`src/rtl/dacc_pkg.sv`:
```
package dacc_pkg;

   typedef enum logic [3:0] {
      ST_IDLE,
      ST_F_MAR,
      ST_F_READ,
      ST_F_MDR,
      ST_F_IR,
      ST_E_DEC,
      ST_E_READ,
      ST_E_MDR,
      ST_E_ALU,
      ST_E_ACC,
      ST_E_STAGE,
      ST_E_WRITE
   } state_t;

   typedef enum logic [2:0] {
      OP_HALT,
      OP_ADD,
      OP_SUB,
      OP_STA,
      OP_LDA,
      OP_BR,
      OP_BRZ,
      OP_BRP
   } op_t;

endpackage

```
`src/rtl/dacc_mem.sv`:
```
module dacc_mem #(
   parameter int WORD_W = 10,
   parameter int ADDR_W = 7,
   parameter int DEPTH  = 100
) (
   input  logic              clk,
   input  logic              we,
   input  logic [ADDR_W-1:0] waddr,
   input  logic [WORD_W-1:0] wdata,
   input  logic [ADDR_W-1:0] raddr,
   output logic [WORD_W-1:0] rdata
);

   logic [WORD_W-1:0] store [DEPTH];

   always_ff @(posedge clk) begin
      if (we) begin
         store[waddr] <= wdata;
      end
      rdata <= store[raddr];
   end

endmodule

```
`src/rtl/dacc_decode.sv`:
```
module dacc_decode
   import dacc_pkg::*;
#(
   parameter int WORD_W = 10,
   parameter int ADDR_W = 7,
   parameter int RADIX  = 100
) (
   input  logic [WORD_W-1:0] word,
   output op_t               op,
   output logic [ADDR_W-1:0] field
);

   logic [WORD_W-1:0] digit;
   logic [WORD_W-1:0] rest;

   always_comb begin
      digit = word / WORD_W'(RADIX);
      rest  = word % WORD_W'(RADIX);
      field = rest[ADDR_W-1:0];
      case (digit)
         WORD_W'(1): op = OP_ADD;
         WORD_W'(2): op = OP_SUB;
         WORD_W'(3): op = OP_STA;
         WORD_W'(5): op = OP_LDA;
         WORD_W'(6): op = OP_BR;
         WORD_W'(7): op = OP_BRZ;
         WORD_W'(8): op = OP_BRP;
         default:    op = OP_HALT;
      endcase
   end

endmodule

```
`src/rtl/dacc_alu.sv`:
```
module dacc_alu #(
   parameter int WORD_W   = 10,
   parameter int WORD_MOD = 1000
) (
   input  logic              is_sub,
   input  logic [WORD_W-1:0] a,
   input  logic [WORD_W-1:0] b,
   output logic [WORD_W-1:0] res,
   output logic              under
);

   localparam logic [WORD_W:0] MODV = (WORD_W+1)'(WORD_MOD);

   logic [WORD_W:0] ax;
   logic [WORD_W:0] bx;
   logic [WORD_W:0] tmp;

   always_comb begin
      ax    = {1'b0, a};
      bx    = {1'b0, b};
      under = 1'b0;
      if (is_sub) begin
         under = (ax < bx);
         tmp   = under ? (ax + MODV - bx) : (ax - bx);
      end else begin
         tmp = ax + bx;
         if (tmp >= MODV) begin
            tmp = tmp - MODV;
         end
      end
      res = tmp[WORD_W-1:0];
   end

endmodule

```
`src/rtl/dacc_cpu.sv`:
```
module dacc_cpu
   import dacc_pkg::*;
#(
   parameter  int MEM_DEPTH = 100,
   localparam int ADDR_W    = $clog2(MEM_DEPTH),
   localparam int WORD_MOD  = 10 * MEM_DEPTH,
   localparam int WORD_W    = $clog2(WORD_MOD)
) (
   input  logic              clk,
   input  logic              rst,
   input  logic              pre_we,
   input  logic [ADDR_W-1:0] pre_addr,
   input  logic [WORD_W-1:0] pre_data,
   input  logic              start,
   output logic              halted,
   output logic [WORD_W-1:0] acc_out,
   output logic [ADDR_W-1:0] pc_out
);

   generate
      if (MEM_DEPTH < 2) begin : g_bad_depth
         $error("dacc_cpu: MEM_DEPTH must be at least 2");
      end
      if (WORD_MOD > (1 << WORD_W)) begin : g_bad_word
         $error("dacc_cpu: word width too small for the decimal range");
      end
   endgenerate

   state_t            state;
   logic [ADDR_W-1:0] pc;
   logic [ADDR_W-1:0] mar;
   logic [WORD_W-1:0] mdr;
   logic [WORD_W-1:0] ir;
   logic [WORD_W-1:0] acc;
   logic [WORD_W-1:0] res_q;
   logic              under_q;
   logic              neg_q;

   logic [ADDR_W-1:0] pc_next;
   op_t               op;
   logic [ADDR_W-1:0] field;
   logic [WORD_W-1:0] alu_res;
   logic              alu_under;

   logic              mem_we;
   logic [ADDR_W-1:0] mem_waddr;
   logic [WORD_W-1:0] mem_wdata;
   logic [WORD_W-1:0] mem_rdata;
   logic              pre_ok;

   // program counter increment: free wrap for power-of-two depth, compare otherwise
   generate
      if ((1 << ADDR_W) == MEM_DEPTH) begin : g_pc_pow2
         assign pc_next = pc + 1'b1;
      end else begin : g_pc_cmp
         assign pc_next = (pc == ADDR_W'(MEM_DEPTH - 1)) ? '0 : pc + 1'b1;
      end
   endgenerate

   dacc_decode #(
      .WORD_W(WORD_W),
      .ADDR_W(ADDR_W),
      .RADIX (MEM_DEPTH)
   ) u_decode (
      .word (ir),
      .op   (op),
      .field(field)
   );

   dacc_alu #(
      .WORD_W  (WORD_W),
      .WORD_MOD(WORD_MOD)
   ) u_alu (
      .is_sub(op == OP_SUB),
      .a     (acc),
      .b     (mdr),
      .res   (alu_res),
      .under (alu_under)
   );

   assign pre_ok    = pre_we && (pre_addr < ADDR_W'(MEM_DEPTH));
   assign mem_we    = (state == ST_IDLE) ? pre_ok : (state == ST_E_WRITE);
   assign mem_waddr = (state == ST_IDLE) ? pre_addr : mar;
   assign mem_wdata = (state == ST_IDLE) ? pre_data : mdr;

   dacc_mem #(
      .WORD_W(WORD_W),
      .ADDR_W(ADDR_W),
      .DEPTH (MEM_DEPTH)
   ) u_mem (
      .clk  (clk),
      .we   (mem_we),
      .waddr(mem_waddr),
      .wdata(mem_wdata),
      .raddr(mar),
      .rdata(mem_rdata)
   );

   always_ff @(posedge clk) begin
      if (rst) begin
         state   <= ST_IDLE;
         pc      <= '0;
         mar     <= '0;
         mdr     <= '0;
         ir      <= '0;
         acc     <= '0;
         res_q   <= '0;
         under_q <= 1'b0;
         neg_q   <= 1'b0;
      end else begin
         case (state)
            ST_IDLE: begin
               if (start) begin
                  pc    <= '0;
                  neg_q <= 1'b0;
                  state <= ST_F_MAR;
               end
            end
            ST_F_MAR: begin
               mar   <= pc;
               state <= ST_F_READ;
            end
            ST_F_READ: begin
               state <= ST_F_MDR;
            end
            ST_F_MDR: begin
               mdr   <= mem_rdata;
               state <= ST_F_IR;
            end
            ST_F_IR: begin
               ir    <= mdr;
               pc    <= pc_next;
               state <= ST_E_DEC;
            end
            ST_E_DEC: begin
               case (op)
                  OP_HALT: state <= ST_IDLE;
                  OP_BR: begin
                     pc    <= field;
                     state <= ST_F_MAR;
                  end
                  OP_BRZ: begin
                     if (acc == '0 && !neg_q) begin
                        pc <= field;
                     end
                     state <= ST_F_MAR;
                  end
                  OP_BRP: begin
                     if (acc != '0 && !neg_q) begin
                        pc <= field;
                     end
                     state <= ST_F_MAR;
                  end
                  OP_STA: begin
                     mar   <= field;
                     state <= ST_E_STAGE;
                  end
                  default: begin
                     mar   <= field;
                     state <= ST_E_READ;
                  end
               endcase
            end
            ST_E_STAGE: begin
               mdr   <= acc;
               state <= ST_E_WRITE;
            end
            ST_E_WRITE: begin
               state <= ST_F_MAR;
            end
            ST_E_READ: begin
               state <= ST_E_MDR;
            end
            ST_E_MDR: begin
               mdr   <= mem_rdata;
               state <= ST_E_ALU;
            end
            ST_E_ALU: begin
               res_q   <= (op == OP_LDA) ? mdr : alu_res;
               under_q <= (op == OP_SUB) && alu_under;
               state   <= ST_E_ACC;
            end
            ST_E_ACC: begin
               acc <= res_q;
               if (op == OP_LDA) begin
                  neg_q <= 1'b0;
               end else if (under_q) begin
                  neg_q <= 1'b1;
               end
               state <= ST_F_MAR;
            end
            default: state <= ST_IDLE;
         endcase
      end
   end

   assign halted  = (state == ST_IDLE);
   assign acc_out = acc;
   assign pc_out  = pc;

endmodule

```
`config.mk`:
```
export PLATFORM = sky130hd
export DESIGN_NAME = dacc_cpu
export DESIGN_NICKNAME = d
export VERILOG_FILES = /design/src/rtl/dacc_pkg.sv /design/src/rtl/dacc_mem.sv /design/src/rtl/dacc_decode.sv /design/src/rtl/dacc_alu.sv /design/src/rtl/dacc_cpu.sv
export SDC_FILE = /design/constraint.sdc
export NUM_CORES = 1
export LEC_CHECK = 0
export ABC_AREA = 1
export BUFFER_PORTS_ARGS = -buffer_cell sky130_fd_sc_hd__buf_2
export CAP_MARGIN = 20
export CORE_MARGIN = 2
export CORE_UTILIZATION = 63
export CTS_BUF_LIST = sky130_fd_sc_hd__clkbuf_16
export CTS_CLUSTER_DIAMETER = 60
export CTS_CLUSTER_SIZE = 40
export DETAILED_ROUTE_END_ITERATION = 10
export PLACE_DENSITY_LB_ADDON = 0.12
export SKIP_CTS_REPAIR_TIMING = 1
export SLEW_MARGIN = 20
export SYNTH_ARGS = -nofsm -noshare
export SYNTH_HDL_FRONTEND = slang
export SYNTH_SLANG_ARGS = --single-unit
```
`constraint.sdc`:
```
create_clock -name clk -period 6.53 [get_ports clk]
set_input_delay 0 -clock clk [delete_from_list [all_inputs] [get_ports clk]]
set_output_delay 0 -clock clk [all_outputs]
set_load 0.02 [all_outputs]
```
Yosys cells after proc, flatten, opt, wreduce, memory -nomap -nowiden --
Memory sizes are Yosys's and may differ from the RTL's. A register that Yosys moved wholly into a read port is not among the register bits. Index checks and enable logic that the tools add are counted.
Storage, ports and cells: register bits after elaboration 60, bits in writable memories 1000, input bits 21, output and inout bits 18, memories kept 1
Memory list:
- u_mem.store | depth 100, width 10, rd ports 1, clocked after Yosys merged registers in 1, wr ports 1, line dacc_mem.sv:14 | logic [WORD_W-1:0] store [DEPTH];
Cells by class: add/subtract/negate cells 6, div/mod/pow operators 2, magnitude comparators 3, eq/ne operators 31, muxes and demuxes 27, reductions and logical operators 20
Operators by type and width (number):
- $mux 10 | 5
- $pmux 4 s11 | 1
- $mux 7 | 6
- $pmux 7 s3 | 2
- $eq 10x3->1 const B | 3
- $pmux 3 s7 | 1
- $eq 10x2->1 const B | 2
- $pmux 10 s2 | 1
- $sub 10x10->10 | 2
- $eq 4x3->1 const B | 4
- $eq 4x4->1 const B | 4
- $pmux 7 s2 | 1
- $eq 3x3->1 const B | 4
- $pmux 4 s3 | 1
- $add 10x10->11 | 1
- $ge 11x10->1 const B | 1
- $add 10x10->10 const B | 1
- $div 10x7->10 const B | 1
- $eq 10x1->1 const B | 1
- $eq 10x4->1 const B | 1
- $logic_not 10->1 | 1
- $lt 10x10->1 | 1
- $mod 10x7->10 const B | 1
- $reduce_bool 10->1 | 1
- other kinds (25) | 42

Longest topological paths before layout --
Gate-level depths: netlist of run 1.
depth in word-level cells 7, depth in mapped cells 24, mapped depth without buffers 24

Modules after synthesis --
Synthesis of run 1 repeated with hierarchy kept, for this count alone.
Second synthesis, totals: cells, all modules 4491, area total of the unflattened synthesis 46907.5 um^2
Modules (own cells, without submodules):
- dacc_mem | instances 1, cells an instance 3566, area an instance 41111.9 um^2, sequential area each 30229.0 um^2
- dacc_cpu | instances 1, cells an instance 461, area an instance 2994.1 um^2, sequential area each 1201.2 um^2
- dacc_alu | instances 1, cells an instance 345, area an instance 2119.5 um^2, sequential area each 0.0 um^2
- dacc_decode | instances 1, cells an instance 119, area an instance 681.9 um^2, sequential area each 0.0 um^2

Worst setup path after synthesis of run 1 --
Ideal clock, no wire load.
kind register -> register, start register state[3], end memory u_mem.store[0][0] (data pin), setup time 0.982 ns, arrival 4.819 ns, setup slack 0.729 ns, stages on the path, launching flop included 6, buffers on the path 1, clock period less this slack 5.801 ns, cell sequence dfxtp_1 > inv_1 > nand2_1 > nor2_1 > clkbuf_1 > o21ai_0
Between the ends: cells in the longest elaborated chain, start to end 2
Ends and longest elaborated chain:
- start, declared | line dacc_cpu.sv:29 | state_t state;
- start signal, assigned | line dacc_cpu.sv:101 | state <= ST_IDLE;
- start signal, assigned | line dacc_cpu.sv:116 | state <= ST_F_MAR;
- start signal, assigned | line dacc_cpu.sv:121 | state <= ST_F_READ;
- $logic_not 4->1
- via halted | line dacc_cpu.sv:15 | output logic halted,
- $mux 10 | line dacc_cpu.sv:84 | assign mem_wdata = (state == ST_IDLE) ? pre_data : mdr;
- via mem_wdata[0] | line dacc_cpu.sv:47 | logic [WORD_W-1:0] mem_wdata;
- end, declared | line dacc_mem.sv:14
The timed path passes the listed nets, and every way through them passes these cells.

Worst setup path after layout of run 1 --
start register state[1], end memory u_mem.store[32][0] (enable)
Between the ends: cells in the longest elaborated chain, start to end 4, elaborated cells on any way between the ends 6, classes of those cells eq/ne (1); mux (4); reduce/logical (1)
Ends and longest elaborated chain:
- $eq 4x4->1 / $logic_not 4->1 (equally long branches) | line dacc_cpu.sv:82, dacc_cpu.sv:83
- $mux 1 | line dacc_cpu.sv:82 | assign mem_we = (state == ST_IDLE) ? pre_ok : (state == ST_E_WRITE);
- $mux 1 | line dacc_mem.sv:17 | if (we) begin
- $mux 1 (not written as such) | line dacc_mem.sv:18 | store[waddr] <= wdata;
Parallel ways exist; a longest one is shown, timed or not.

==> results.py, run 1 <==
metrics = {
    "status": {
        "status": "completed",
    },
    "critical_path": {
        "cpMostUsedCell": "nor2_1",
        "reg2reg_depth": 10,
        "setup.worst_path.end_class": "flop",
        "required_ns": 6.80,
        "slowest_stage": "nor2_1",
        "critPathMaxStageDelay_ns": 0.93,
        "worstSetupPathType": "flop to flop",
        "cp-start-kind": "flop",
        "worstPathArrival_ns": 4.96,
        "crit_fanout": 24,
        "worstPathCellList": "nor2_1 -> nand2_1 -> nor2_4 -> buf_4 -> inv_1 -> o21ai_0 -> inv_1 -> nor2_1 -> nand3_2 -> nor2_1",
    },
    "clock_tree": {
        "worstSkewPairLatency_ns": 0.66,
        "htree_levels": 3,
        "tritoncts": "yes",
        "clockBufferDepth": 3,
        "cts_root_buf": "clkbuf_16",
        "numCtsBuffers": 68,
        "path_clk_slew_ns": 0.09,
        "clock-sinks": 1070,
    },
    "place": {
        "placed_cells": 4506,
        "place_congestion": 0.963,
        "hpwlAfterDp_mm": 75.1,
        "port_buffers": 38,
    },
    "route": {
        "wl_met2_mm": 56.4,
        "met1_length_mm": 47.9,
        "first_pass_iters": 7,
        "antenna_left": 0,
        "drt-initial-drc-count": 5653,
        "vias": 31275,
        "maxUsedRoutingLayer": "met5",
        "routedWlPerCell_um": 26.9,
        "viasPerCell": 6.75,
        "drc_errors": 0,
        "met3_length_mm": 15.0,
        "routed_wl_mm": 125,
    },
    "yosys": {
        "synth_nets": 3782,
        "synthFlopType": "edfxtp_1",
        "syn_area_per_cell_um2": 12.0,
        "synth_common_cells": "1000 x edfxtp_1, 730 x nor2_1, 622 x o21ai_0",
        "synth_top_cell_area_share_pct": 67.4,
        "synthTopCellsByArea": "edfxtp_1 67%, o21ai_0 7.0%, nor2_1 6.2%",
        "synthDistinctLibCells": 48,
        "synth_area_um2": 44500,
        "synth_top_area_cell": "edfxtp_1",
        "synth_edf_count": 1000,
        "ys_ff_latch": 1070,
        "async_flop_share_pct": 0,
        "yosysSeqAreaShare_pct": 70.6,
        "synthMostInstantiatedCell": "edfxtp_1",
        "synthCells": 3720,
        "yosys_warnings": 0,
    },
    "pwr": {
        "irDropWorstVdd_v": 0.000243,
        "p_total_mw": 14.5,
        "p_leak_nw": 16.0,
        "p_per_area_nw_per_um2": 302,
    },
    "die": {
        "rows": 97,
        "initial_core_util_pct": 63.6,
        "die_height_um": 270,
        "num_io_pins": 39,
        "die_w_um": 270,
        "core_area_um2": 70000,
        "die_area_um2": 72800,
    },
    "layout": {
        "n_fill_cell": 4962,
        "nNetsFinal": 3701,
        "diodes": 0,
        "drive_gt1_share_pct": 7.33,
        "areaGrowthSynthToFinish_pct": 8.08,
        "final_cells": 4635,
    },
    "timing": {
        "period_needed_ns": 4.69,
        "final_hold_viol_count": 0,
        "whs_ns": 0.162,
        "rsz0062_at_grt": "no",
        "fmax_ghz": 0.213,
        "setup_violations": 0,
        "slew_violations": 0,
        "fin_tns_setup_ns": 0,
        "relSlewSlack_pct": 26.0,
        "finalCritPeriodShare_pct": 71.9,
        "fin_skew_ns": 0.0305,
        "worstMarginPinSlew_ns": 1.11,
    },
    "global_route": {
        "grt_pass1_vias": 29045,
        "grt_pass1_wl_mm": 184,
        "grt_max_degree": 221,
        "grt_overflow": 0,
        "grt_usage_pct": 33.6,
        "antenna_found_initial": 2,
    },
    "hold_path": {
        "hp-class": "input port to flop",
        "hold_depth": 3,
    },
    "flow_run": {
        "maxCapViolations": 0,
    },
}
[sequential cells by signal, indices dropped and copies added (netlist names)]
register / cells
mdr: 10
res_q: 10
mar: 7
state: 4
neg_q: 1
u_mem.store: 1000
under_q: 1
acc_out: 10
pc_out: 7
u_mem.rdata: 10
ir: 10
[cells in the final DEF (no fill, tap or decap), types with 5 or more instances in the layout]
master     count
clkbuf_16     70
o221ai_1     155
a31oi_1       21
o22ai_1      102
ha_1          35
buf_4         53
o21ai_4       11
a21oi_1       94
inv_1        128
o21ai_1        6
buf_2         38
nor2_1       729
o311ai_0       9
nand3_1      153
o211ai_1      15
a311oi_1       5
nand2_1      211
clkinv_1       5
nand3_2        5
edfxtp_1    1000
clkinv_8      14
xor2_1        18
inv_12         5
inv_8         11
nor3_1        10
o21ai_0      612
dfxtp_1       66
nand2_2        8
inv_2          5
inv_6         14
nand4_1       12
fa_1           6
a22oi_1        6
a221o_1        8
[metal layers]
| metal | up-vias | global-route usage [%] |
|---|---|---|
| met5 | - | 0 |
| met4 | 4 | 13.0 |
| met3 | 361 | 6.69 |
| met2 | 2297 | 51.4 |
| met1 | 15069 | 48.3 |
| li1 | 13544 | - |
[cells by family (layout without fill, tap and decap cells)]
logic type                 count (synthesis)  in the layout  share of synthesized area, %
buffers and inverters                    387            362                          3.31
DFF                                     1070           1070                          70.6
and+or+nand+nor                         1146           1146                          10.5
AOI/OAI and AO/OA                       1055           1055                          13.9
adders and majority gates                 41             41                          1.25
xor gates and xnor gates                  21             21                         0.413
[where the power goes]
group          internal (mW)  total, mW  switching (mW)
Sequential              7.70       7.81           0.105
Clock                   2.25       4.84            2.59
Combinational          0.416       1.89            1.47
[metrics by stage]
stage | instance area (um2) | util, % | setup slack, ns
final | 48100 | 68.7 | 1.84
after global routing | 48100 | 68.7 | 1.64
after CTS | 48100 | 68.7 | 2.00
after detailed placement | 45600 | 65.1 | 2.02
after global placement | 45600 | 65.1 | 2.11
after floorplan | 44500 | - | 0.729
[critical path: cells and delay by family, from the launching register on]
family                 cells  cell delay, ns
AO/OA/AOI/OAI              1            0.72
buffers and inverters      3            0.89
flip-flops                 1            0.36
AND/OR/NAND/NOR            6            2.33
[final timing paths]
path                             startpoint                  to  slack [ns]
worst max-delay path               state[1]  u_mem.store[32][0]        1.84
worst min-delay path            pre_data[7]  u_mem.store[60][7]        0.16
worst max register to register     state[1]  u_mem.store[32][0]        1.84
worst min register to register     res_q[7]            res_q[7]        0.47
[final cells by class]
cell class	instances	area, um2	share of cell area (%)
clock buffers	70	1750	3.64
clock inverters	56	758	1.57
inverters	139	537	1.11
multi-input cells	2263	11800	24.5
flip-flops and latches	1070	31400	65.3
well taps	940	1180	2.44
repair buffers	97	696	1.44
(Power assumes the default switching activity.)
==> run 2: changes to the inputs <==
- ABC_AREA: 1 -> 0
- clock period: 6.53 -> 4.9 ns (I/O delays scaled with it)
==> results.py, run 2 <==
metrics = {
    "status": {
        "status": "completed",
    },
    "clock_tree": {
        "clockBufferDepth": 3,
        "numCtsBuffers": 60,
        "cts_root_buf": "clkbuf_16",
        "clock-sinks": 1070,
        "tritoncts": "yes",
        "worstSkewPairLatency_ns": 0.70,
        "htree_levels": 2,
        "path_clk_slew_ns": 0.10,
    },
    "place": {
        "place_congestion": 0.930,
        "port_buffers": 38,
        "place_area_um2": 46100,
        "placed_cells": 3314,
        "hpwlAfterDp_mm": 64.1,
        "place_ws_ns": 0.927,
    },
    "yosys": {
        "synthCells": 2378,
        "synthFlopType": "edfxtp_1",
        "synthMostInstantiatedCell": "edfxtp_1",
        "syn_area_per_cell_um2": 18.7,
        "synthDistinctLibCells": 89,
        "synth_edf_count": 1000,
        "synth_top_cell_area_share_pct": 67.6,
        "synth_common_cells": "1000 x edfxtp_1, 320 x mux4_2, 178 x nor2_1",
        "synth_area_um2": 44400,
        "ys_ff_latch": 1070,
        "yosys_warnings": 0,
        "async_flop_share_pct": 0,
        "synth_top_area_cell": "edfxtp_1",
        "synthTopCellsByArea": "edfxtp_1 68%, mux4_2 16%, dfxtp_1 3.2%",
        "synth_nets": 2440,
        "yosysSeqAreaShare_pct": 70.8,
    },
    "route": {
        "drc_errors": 0,
        "drt-initial-drc-count": 3130,
        "antenna_left": 0,
        "viasPerCell": 6.78,
        "vias": 23286,
        "first_pass_iters": 5,
        "routed_wl_mm": 102,
        "routedWlPerCell_um": 29.6,
    },
    "critical_path": {
        "cpMostUsedCell": "o21ai_1",
        "worstPathArrival_ns": 4.66,
        "path_depth": 10,
        "endpoint": "pc_out[2]",
        "required_ns": 5.43,
        "setup.worst_path.end_class": "flop",
        "r2r-start": "ir[7]",
        "reg2reg_depth": 10,
        "r2r_slack_ns": 0.77,
        "crit_family": "compound AO/OA/AOI/OAI gates",
        "timing.rr.end": "pc_out[2]",
        "crit_path_start": "ir[7]",
        "cp-start-kind": "flop",
        "critPathMaxStageDelay_ns": 0.92,
        "worstSetupPathType": "flop to flop",
        "crit_fanout": 27,
        "slowest_stage": "dfxtp_1",
        "critical_path_buf_inv_count": 0,
        "worstPathCellList": "nor3_2 -> o31ai_2 -> o21ai_1 -> o32ai_2 -> o31a_1 -> o21ai_1 -> a2111oi_4 -> o21ai_0 -> a22oi_1 -> nor2_1",
    },
    "layout": {
        "final_cells": 3433,
        "nNetsFinal": 2503,
        "postLayoutCoreUtil_pct": 69.3,
        "drive_gt1_share_pct": 25.2,
        "final_cell_mix": "1000 x edfxtp_1, 320 x mux4_2, 178 x nor2_1",
        "regMostFlops": "u_mem.store",
        "largest_reg_flops": 1000,
        "layout_commonest_cell": "edfxtp_1",
        "areaGrowthSynthToFinish_pct": 9.20,
        "postLayoutCellArea_um2": 48500,
    },
    "timing": {
        "period_needed_ns": 4.13,
        "whs_ns": 0.00793,
        "rsz0062_at_grt": "no",
        "fmax_ghz": 0.242,
        "final_hold_viol_count": 0,
        "slew_violations": 0,
        "finalCritPeriodShare_pct": 84.3,
        "worst_slack_ns": 0.771,
        "relSlewSlack_pct": 27.6,
        "fin_skew_ns": 0.0430,
        "setup_violations": 0,
        "worstMarginPinSlew_ns": 1.08,
    },
    "hold_path": {
        "hp-class": "input port to flop",
    },
    "global_route": {
        "grt_max_degree": 83,
        "antenna_found_initial": 0,
        "grt_usage_pct": 28.4,
        "grt_pass1_vias": 22845,
        "grt_overflow": 0,
        "grt_pass1_wl_mm": 152,
    },
    "die": {
        "num_io_pins": 39,
        "die_w_um": 269,
        "die_height_um": 269,
        "die_area_um2": 72600,
        "rows": 97,
        "initial_core_util_pct": 63.5,
        "core_area_um2": 69900,
    },
    "pwr": {
        "p_per_area_nw_per_um2": 380,
        "p_leak_nw": 14.9,
        "irDropWorstVdd_v": 0.000445,
    },
    "flow_run": {
        "maxCapViolations": 0,
    },
}
-- run 2: cell count changes in the layout (fill, tap and decap cells not counted), sizes merged, moves of 19 or more --
cell | previous run | this run
o21ai | 629 | 66
nor2 | 733 | 179
mux4 | 0 | 320
o221ai | 155 | 3
nand3 | 160 | 24
inv | 167 | 67
o22ai | 102 | 2
nand2 | 222 | 133
buf | 95 | 140
a211oi | 0 | 21
a21oi | 95 | 75
xnor2 | 3 | 22
-- run 2: worst min-delay path by stage --
stage                    endpoint  slack, ns  cells after the start        start
2_1_floorplan            res_q[5]       0.20                      3          rst
3_3_place_gp           acc_out[7]       0.44                      2     res_q[7]
3_5_place_dp           acc_out[7]       0.44                      2     res_q[7]
4_1_cts                     neg_q      -0.26                      4        start
5_1_grt        u_mem.store[10][7]       0.03                      4  pre_data[7]
6_report       u_mem.store[10][7]      0.008                      4  pre_data[7]
-- run 2: kinds of logic after synthesis --
kind of cell | count (synthesis) | share of synthesized area [%]
AOI/OAI and AO/OA | 271 | 4.27
xor gates and xnor gates | 25 | 0.493
adders and majority gates | 41 | 1.26
buffers and inverters | 191 | 1.92
DFF | 1070 | 70.8
muxes | 350 | 16.9
and+or+nand+nor | 430 | 4.33
-- run 2: worst min-delay path: cells and delay by family --
| kind | cells | cell delay [ns] |
|---|---|---|
| compound gates | 1 | 0.08 |
| buf+inv | 2 | 0.32 |
| simple gates | 1 | 0.09 |
-- run 2: final cells by class --
| type | instances | area [um2] |
|---|---|---|
| Multi-Input combinational cell | 1117 | 12200 |
| Clock inverter | 51 | 737 |
| Timing Repair Buffer | 145 | 1170 |
| Fill cell | 4392 | 21400 |
| Tap cell | 940 | 1180 |
| Sequential cell | 1070 | 31400 |
| Clock buffer | 62 | 1550 |
| Inverter | 47 | 176 |
| Antenna cell | 1 | 2.50 |
-- run 2: per-stage QoR --
step	TNS (ns)	total power, mW
after floorplan	-1449.18	11.9
after global placement	0	12.5
after global routing	0	18.9
after detailed placement	0	12.6
final	0	18.4
after CTS	0	18.5
-- run 2: routing by layer --
| metal | routed length [um] | GRT usage, % | vias up | share of wire (%) |
|---|---|---|---|---|
| met2 | 49000 | 44.5 | 1181 | 48 |
| li1 | - | - | 9751 | - |
| met1 | 41500 | 43.0 | 12192 | 41 |
| met3 | 8040 | 3.42 | 162 | 7.9 |
| met5 | 0 | 0 | - | 0 |
| met4 | 3110 | 8.54 | 0 | 3.1 |
-- run 2: power breakdown --
group          leakage [nW]  total, mW  internal, mW  switching [mW]
Clock                  1.10       6.06          2.76            3.31
Sequential             9.65       10.4          10.3           0.111
Combinational          4.20       2.01         0.795            1.21
